`src/rtl/qbPortPkg.sv`:
```
package qbPortPkg;

  // How a pin's target level is driven once the break cycle is over.
  typedef enum logic [1:0] {
    DRV_QUASI  = 2'd0,  // 0: continuous pulldown, 1: strong window then weak pullup
    DRV_ADDR   = 2'd1,  // strong both levels for a window, then keeper
    DRV_MEMALT = 2'd2   // strong both levels continuously
  } drvKindT;

  typedef enum logic [1:0] {
    PH_GAP    = 2'd0,
    PH_STRONG = 2'd1,
    PH_HOLD   = 2'd2
  } phaseT;

  // Per-pin strobe bundle from control to datapath.
  typedef struct packed {
    logic    restart;
    logic    level;
    drvKindT kind;
  } pinStrobeT;

endpackage

```
`src/rtl/qbPortCtrl.sv`:
```
module qbPortCtrl
  import qbPortPkg::*;
#(
  parameter int WIDTH = 8
) (
  input  logic                    clk,
  input  logic                    rst_n,
  input  logic                    latchWrEn,
  input  logic [WIDTH-1:0]        latchWrData,
  input  logic                    memMode,
  input  logic [WIDTH-1:0]        addrLow,
  input  logic [WIDTH-1:0]        altEn,
  input  logic [WIDTH-1:0]        altVal,
  input  logic [WIDTH-1:0]        altMemIf,
  output pinStrobeT [WIDTH-1:0]   strobes
);

  logic [WIDTH-1:0] portLatch;

  always_ff @(posedge clk or negedge rst_n) begin
    if (!rst_n) begin
      portLatch <= '1;
    end else if (latchWrEn) begin
      portLatch <= latchWrData;
    end
  end

  for (genvar i = 0; i < WIDTH; i++) begin : gPin
    logic    tgtLevel;
    drvKindT tgtKind;
    logic    lastLevel;
    drvKindT lastKind;
    logic    altTakes;

    assign altTakes = altEn[i] & portLatch[i];

    always_comb begin
      if (memMode) begin
        tgtLevel = addrLow[i];
        tgtKind  = DRV_ADDR;
      end else if (altTakes) begin
        tgtLevel = altVal[i];
        tgtKind  = altMemIf[i] ? DRV_MEMALT : DRV_QUASI;
      end else begin
        tgtLevel = portLatch[i];
        tgtKind  = DRV_QUASI;
      end
    end

    always_ff @(posedge clk or negedge rst_n) begin
      if (!rst_n) begin
        lastLevel <= 1'b1;
        lastKind  <= DRV_QUASI;
      end else begin
        lastLevel <= tgtLevel;
        lastKind  <= tgtKind;
      end
    end

    assign strobes[i].restart = (tgtLevel != lastLevel) || (tgtKind != lastKind);
    assign strobes[i].level   = tgtLevel;
    assign strobes[i].kind    = tgtKind;
  end

endmodule

```
`src/rtl/qbPortDatapath.sv`:
```
module qbPortDatapath
  import qbPortPkg::*;
#(
  parameter int WIDTH       = 8,
  parameter int RISE_CYCLES = 2,
  parameter int ADDR_CYCLES = 3
) (
  input  logic                    clk,
  input  logic                    rst_n,
  input  pinStrobeT [WIDTH-1:0]   strobes,
  input  logic [WIDTH-1:0]        padIn,
  output logic [WIDTH-1:0]        pullDnEn,
  output logic [WIDTH-1:0]        pullUpStrongEn,
  output logic [WIDTH-1:0]        weakHoldEn,
  output logic [WIDTH-1:0]        readData
);

  localparam int MAX_CYCLES = (RISE_CYCLES > ADDR_CYCLES) ? RISE_CYCLES : ADDR_CYCLES;
  localparam int CW         = $clog2(MAX_CYCLES + 1);
  localparam logic [CW-1:0] RISE_LOAD = CW'(RISE_CYCLES - 1);
  localparam logic [CW-1:0] ADDR_LOAD = CW'(ADDR_CYCLES - 1);

  for (genvar i = 0; i < WIDTH; i++) begin : gPin
    phaseT         phase;
    logic [CW-1:0] cnt;
    logic          lvl;
    drvKindT       kind;
    logic          strongOn;

    always_ff @(posedge clk or negedge rst_n) begin
      if (!rst_n) begin
        phase <= PH_HOLD;
        cnt   <= '0;
        lvl   <= 1'b1;
        kind  <= DRV_QUASI;
      end else if (strobes[i].restart) begin
        phase <= PH_GAP;
        lvl   <= strobes[i].level;
        kind  <= strobes[i].kind;
      end else begin
        case (phase)
          PH_GAP: begin
            phase <= PH_STRONG;
            cnt   <= (kind == DRV_ADDR) ? ADDR_LOAD : RISE_LOAD;
          end
          PH_STRONG: begin
            if (cnt == '0) phase <= PH_HOLD;
            else           cnt   <= cnt - 1'b1;
          end
          default: phase <= PH_HOLD;
        endcase
      end
    end

    always_comb begin
      case (phase)
        PH_GAP:    strongOn = 1'b0;
        PH_STRONG: strongOn = 1'b1;
        default: begin
          case (kind)
            DRV_MEMALT: strongOn = 1'b1;
            DRV_ADDR:   strongOn = 1'b0;
            default:    strongOn = ~lvl;   // quasi 0 keeps its pulldown
          endcase
        end
      endcase
    end

    assign pullUpStrongEn[i] = strongOn & lvl;
    assign pullDnEn[i]       = strongOn & ~lvl;
    assign weakHoldEn[i]     = ~strongOn;
  end

  logic [WIDTH-1:0] syncA, syncB;

  always_ff @(posedge clk or negedge rst_n) begin
    if (!rst_n) begin
      syncA <= '1;
      syncB <= '1;
    end else begin
      syncA <= padIn;
      syncB <= syncA;
    end
  end

  assign readData = syncB;

endmodule

```
`src/rtl/qbPortDrive.sv`:
```
module qbPortDrive
  import qbPortPkg::*;
#(
  parameter int WIDTH       = 8,
  parameter int RISE_CYCLES = 2,
  parameter int ADDR_CYCLES = 3
) (
  input  logic             clk,
  input  logic             rst_n,
  input  logic             latchWrEn,
  input  logic [WIDTH-1:0] latchWrData,
  input  logic             memMode,
  input  logic [WIDTH-1:0] addrLow,
  input  logic [WIDTH-1:0] altEn,
  input  logic [WIDTH-1:0] altVal,
  input  logic [WIDTH-1:0] altMemIf,
  input  logic [WIDTH-1:0] padIn,
  output logic [WIDTH-1:0] pullDnEn,
  output logic [WIDTH-1:0] pullUpStrongEn,
  output logic [WIDTH-1:0] weakHoldEn,
  output logic [WIDTH-1:0] readData
);

  pinStrobeT [WIDTH-1:0] strobes;

  qbPortCtrl #(.WIDTH(WIDTH)) uCtrl (
    .clk         (clk),
    .rst_n       (rst_n),
    .latchWrEn   (latchWrEn),
    .latchWrData (latchWrData),
    .memMode     (memMode),
    .addrLow     (addrLow),
    .altEn       (altEn),
    .altVal      (altVal),
    .altMemIf    (altMemIf),
    .strobes     (strobes)
  );

  qbPortDatapath #(
    .WIDTH       (WIDTH),
    .RISE_CYCLES (RISE_CYCLES),
    .ADDR_CYCLES (ADDR_CYCLES)
  ) uData (
    .clk            (clk),
    .rst_n          (rst_n),
    .strobes        (strobes),
    .padIn          (padIn),
    .pullDnEn       (pullDnEn),
    .pullUpStrongEn (pullUpStrongEn),
    .weakHoldEn     (weakHoldEn),
    .readData       (readData)
  );

endmodule

```
`config.mk`:
```
export PLATFORM = sky130hd
export DESIGN_NAME = qbPortDrive
export DESIGN_NICKNAME = d
export VERILOG_FILES = /design/src/rtl/qbPortPkg.sv /design/src/rtl/qbPortCtrl.sv /design/src/rtl/qbPortDatapath.sv /design/src/rtl/qbPortDrive.sv
export SDC_FILE = /design/constraint.sdc
export NUM_CORES = 1
export LEC_CHECK = 0
export ABC_AREA = 1
export ABC_CLOCK_PERIOD_IN_PS = 2100
export BUFFER_PORTS_ARGS = -buffer_cell sky130_fd_sc_hd__buf_2
export CAP_MARGIN = 40
export CELL_PAD_IN_SITES_DETAIL_PLACEMENT = 1
export CELL_PAD_IN_SITES_GLOBAL_PLACEMENT = 1
export CORE_UTILIZATION = 27
export CTS_BUF_LIST = sky130_fd_sc_hd__clkbuf_8
export DETAILED_ROUTE_END_ITERATION = 8
export HOLD_SLACK_MARGIN = 0.03
export PLACE_DENSITY = 0.64
export SLEW_MARGIN = 5
export SYNTH_ARGS = -nofsm -noshare
export SYNTH_HDL_FRONTEND = slang
export SYNTH_SLANG_ARGS = --single-unit
```
`constraint.sdc`:
```
create_clock -name clk -period 2.1 [get_ports clk]
set_clock_uncertainty 0.15 [all_clocks]
set_input_delay 0.42 -clock clk [delete_from_list [all_inputs] [get_ports clk]]
set_output_delay 0.42 -clock clk [all_outputs]
set_load 0.1 [all_outputs]
```
# After elaboration in Yosys (flattened, before gate mapping)

Index checks and enable logic that the tools add are counted.

$add $sub $neg: 8
$mul: 0
Div/mod/pow operators: 0
Magnitude comparators: 0
Equality and inequality tests: 56
Shifts and indexed selects: 0
Muxes and demuxes: 104
Bitwise operators: 48
Reductions and logical operators: 40

Operators with widths:

| operator            | number |
|---|---|
| $mux 2              | 56 |
| $pmux 2 s2          | 16 |
| $eq 2x1->1 const B  | 16 |
| $logic_not 2->1     | 16 |
| $pmux 1 s2          | 16 |
| $and 1x1->1         | 24 |
| $ne 3x2->1 const B  | 8 |
| $not 1->1           | 24 |
| $reduce_and 3->1    | 8 |
| $eq 2x2->1 const B  | 8 |
| $mux 1              | 16 |
| $ne 2x2->1          | 8 |
| $ne 2x2->1 const B  | 8 |
| $reduce_bool 2->1   | 8 |
| $sub 2x1->2 const B | 8 |
| $logic_or 1x1->1    | 8 |
| $ne 1x1->1          | 8 |

Bits in registers: 104
Latch bits: 0
RAM bits: 0
Memory bits (read-only): 0
Input bits: 52
Output and inout bits: 32
Word-level logic and storage cells: 307
Memories kept: 0

# Logic depth before layout (Yosys ltp)

Depth in word-level cells: 7
Depth in mapped cells: 10
Depth with buffers taken out: 9

# Hierarchy

From an unflattened synthesis, not the netlist that was laid out.

Cell total of the unflattened synthesis: 621
Area total of the unflattened synthesis: 5,037.3 um^2

Modules (own cells, without submodules):

| module         | times used | cells each | area an instance (um^2) | seq. area each (um^2) |
|---|---|---|---|---|
| qbPortDatapath | 1          | 408        | 3,513.4                 | 1,841.8 |
| qbPortCtrl     | 1          | 213        | 1,524.0                 | 645.6 |

# Least setup slack after synthesis

Ideal clock, no wire load.

Path type: reg-to-output
Start point: register uData.gPin[2].kind[0]
End point: output pullDnEn[2]
Data arrival time: 3,565 ps
Data required time: 1,530 ps
Path slack: -2,035 ps
Cell stages (with the launch flop): 6
Path buffers: 0
Cells stage by stage: dfrtp_1 -> inv_1 -> ha_1 -> or2_2 -> a21oi_1 -> nor2_1

Longest elaborated chain between the ends: 4
Elaborated cells on any way between the ends: 5
Classes of those cells: eq/ne (2); mux (2); bitwise (1)

Ends and longest elaborated chain:

| item                                     | line                 | RTL |
|---|---|---|
| start: declaration                       | qbPortDatapath.sv:27 | `drvKindT kind;` |
| start signal: assignment                 | qbPortDatapath.sv:39 | `kind <= strobes[i].kind;` |
| $eq 2x1->1 or $eq 2x2->1 (tied branches) | qbPortDatapath.sv:60 | `case (kind)` |
| $pmux 1 s2 *                             | qbPortDatapath.sv:60 |  |
| $pmux 1 s2 *                             | qbPortDatapath.sv:56 | `case (phase)` |
| $and 1x1->1 *                            | qbPortDatapath.sv:70 | `assign pullDnEn[i] = strongOn & ~lvl;` |
| end: declaration                         | qbPortDrive.sv:18    | `output logic [WIDTH-1:0] pullDnEn,` |

Mark *: on every way between the ends. The rest lies on a longest branch, timed or not.

# Worst setup path in the final report

Start point: register uData.gPin[2].kind[1]
End point: output pullUpStrongEn[2]

Longest elaborated chain between the ends: 4
Elaborated cells on any way between the ends: 5
Classes of those cells: eq/ne (2); mux (2); bitwise (1)

Ends and longest elaborated chain:

| item                                     | line                 | RTL |
|---|---|---|
| $eq 2x1->1 or $eq 2x2->1 (tied branches) | qbPortDatapath.sv:60 |  |
| $pmux 1 s2 *                             | qbPortDatapath.sv:60 |  |
| $pmux 1 s2 *                             | qbPortDatapath.sv:56 |  |
| $and 1x1->1 *                            | qbPortDatapath.sv:69 | `assign pullUpStrongEn[i] = strongOn & lvl;` |
| end: declaration                         | qbPortDrive.sv:19    | `output logic [WIDTH-1:0] pullUpStrongEn,` |

Marks and branches as above.

==> qor.yml <==
layout:
  antennaDiodeCount: 0
  utilization_pct: 39.0
  nets: 767
  area_delta_synth_final_pct: 40.3
  seqCellArea_sq_um: 2490
  multiInputGateArea_sq_um: 2270
  drive_gt1_share_pct: 38.1
  fillers: 2056
floorplan:
  initial_core_util_pct: 27.8
  pin_count: 84
  core_sq_um: 17400
  fp-row-count: 48
  die_h_um: 136
  die-area_sq_um: 18500
  die_w_um: 136
critical_path:
  cp_data_arrival_time_ns: 1.80
  crit_slowest_cell: "dfrtp_1"
  cp_cell_sequence: "ha_4 -> or2_4 -> a21oi_4 -> nor2_4 -> buf_12"
  cpLargestDelayFamily: "flip-flops"
  critPathLaunchType: "flip-flop"
  cpPeakStageDelay_ns: 0.43
  cp.required_ns: 1.53
  worstPathMaxFanout: 3
  critPathCaptureType: "primary output"
  crit_type: "flip-flop to primary output"
  crit_buf_inv: 1
global_routing:
  grt_max_degree: 39
  antenna_found_initial: 0
  grt_use_total_pct: 14.4
  grt_pass1_vias: 4426
  overflow: 0
  grt_pass1_wl_um: 21000
place:
  finalWeightedCongestion: 0.727
  io_buffers: 83
  dp_hpwl_um: 8920
  post-place-ws_ns: 0.0191
clock_network:
  cts_tree: "done"
  htree_levels: 3
  cts.reportedPaths.clkPinSlew_ns: 0.09
  cts.sinks: 97
  clockBufferDepth: 2
  cts_made_buffers: 9
  clock_latency_ns: 0.37
  clockRootBuffer: "clkbuf_8"
sta:
  hold_ws_ns: 0.109
  setup_slack_ns: -0.269
  finalSetupViolCount: 24
  tightestPinTransition_ns: 0.492
  fin_crit_sh_pct: 113
  layout_min_cycle_time_ns: 2.37
  rsz0062_at_grt: "true"
  maxSlewViolCount: 0
  fmax_ghz: 0.422
  max_slew_margin_pct: 67.4
  tns_ns: -3.91
  hold_viol_final: 0
yosys:
  synth_cells: 561
  synth.largest_area_cell: "dfstp_2"
  synth_edf_count: 0
  ys_types: 23
  ys_seq_area_share_pct: 51.4
  synth_commonest_cells: "nand2_1 (160), inv_1 (99), dfrtp_1 (49), dfstp_2 (48), nor2_1 (33)"
  syn_area_per_cell_sq_um: 8.63
  syn_area_sq_um: 4840
  synth.most_common_cell: "nand2_1"
  synth.top_cell.area_share_pct: 26.0
  ys_seq_elements: 97
  synthesis.nets: 637
  yosysWarnings: 0
  synthArstFlopShare_pct: 100
  synthFlopType: "dfrtp_1"
  synth.top_cells.by_area: "dfstp_2 (26%), dfrtp_1 (25%), nand2_1 (12%), inv_1 (7.7%), ha_1 (6.2%)"
hold_path:
  hold_class: "input pin to flip-flop"
drt:
  ant_nets: 0
  drtIter0Drc: 117
  viasPerCell: 4.36
  drt_first_pass_iters: 4
  wl_um: 12100
  vias: 4008
  drc: 0
  wire_per_inst_um: 13.2
outcome:
  violations: "setup timing"
  outcome: "finished, violations left"
power:
  leakage_nw: 3.33
  total_power_mw: 6.25
  power_density_nw_per_um2: 920
  irDropWorstVdd_mv: 0.417
run:
  drv_cap: 0
[registers in the layout, indices dropped and copies added (netlist names)]
name	count
uCtrl.gPin.lastKind	9
uCtrl.gPin.lastLevel	8
uCtrl.portLatch	8
uData.gPin.cnt	16
uData.gPin.kind	16
uData.gPin.lvl	8
uData.gPin.phase	16
uData.readData	8
uData.syncA	8
[worst paths after layout]
check | from | endpoint | slack, ns | depth (start not counted)
worst max-delay path | uData.gPin[2].kind[1] | pullUpStrongEn[2] | -0.27 | 5
worst min-delay path | latchWrData[7] | uCtrl.portLatch[7] | 0.11 | 3
worst max register to register | uCtrl.portLatch[7] | uData.gPin[7].kind[1] | 0.36 | 9
worst min register to register | uData.syncA[2] | uData.readData[2] | 0.21 | 0
max in group asynchronous | rst_n | uData.gPin[0].lvl | 0.76 | 3
min in group asynchronous | rst_n | uData.gPin[6].kind[1] | 0.39 | 2
[cells in the final DEF, fill, tap and decap left out, types with 3 or more instances in the layout]
| master | synthesis | layout |
|---|---|---|
| nand2_1 | 160 | 150 |
| inv_1 | 99 | 93 |
| buf_2 | 0 | 58 |
| dfrtp_1 | 49 | 49 |
| dfstp_2 | 48 | 48 |
| o21ai_0 | 30 | 30 |
| nand2_2 | 19 | 29 |
| buf_4 | 0 | 27 |
| buf_12 | 1 | 27 |
| nor2_4 | 9 | 26 |
| nand3_1 | 16 | 16 |
| nand4_1 | 16 | 16 |
| ha_1 | 24 | 16 |
| nor2_1 | 33 | 14 |
| o21ai_1 | 13 | 13 |
| a21oi_1 | 14 | 11 |
| clkbuf_8 | 0 | 10 |
| dlygate4sd3_1 | 0 | 9 |
| inv_2 | 0 | 8 |
| nand3b_1 | 8 | 8 |
| ha_4 | 0 | 8 |
| o21a_4 | 0 | 5 |
| nor2_2 | 3 | 5 |
| o21a_1 | 10 | 5 |
| or2_4 | 0 | 3 |
| a21oi_4 | 0 | 3 |
| bufinv_16 | 0 | 3 |
[where the power goes]
| group | leakage, nW | total, mW | switching (mW) | internal [mW] |
|---|---|---|---|---|
| Sequential | 1.13 | 2.38 | 0.175 | 2.21 |
| Clock | 0.125 | 1.48 | 0.665 | 0.810 |
| Combinational | 2.07 | 2.39 | 1.52 | 0.872 |
[tightest hold or removal path, stage by stage]
cell and delay (ns):
buf_2 0.07, nand2_1 0.04, o21ai_0 0.06
[cells by family after synthesis]
kind of cell	after synthesis	share of synthesized area, %
AO/OA/AOI/OAI	67	7.44
AND/OR/NAND/NOR	269	25.7
XOR/XNOR	1	0.569
flip-flops	97	51.4
buffers and inverters	103	8.71
adder cells (fa/ha/maj)	24	6.20
[what timing repair did]
action / in CTS / in global routing
resized for setup: 25 / 7
hold endpoints to repair: 23 / 0
setup buffers: 16 / 10
setup endpoints to repair: 24 / 24
pin swaps: 25 / 21
hold buffers: 9 / 0
[metal layers]
layer	share of wire, %	GRT usage [%]
met5	0	0
met4	1.9	5.99
met3	2.4	2.20
met2	51	25.6
met1	44	17.3
[layout make-up]
class | instances | area share (%)
Sequential cell | 97 | 36.6
Clock inverter | 5 | 1.44
Tap cell | 225 | 4.15
Clock buffer | 10 | 2.03
Multi-Input combinational cell | 361 | 33.4
Timing Repair Buffer | 123 | 16.9
Inverter | 99 | 5.47
[through the flow]
stage               cell area [sq um]  cells
finish                           6790    920
global route                     6790    920
global placement                 6130    870
floorplan                        5040    561
CTS                              6690    910
detailed placement               6130    870
No activity file was read; power rests on OpenSTA's default activity.
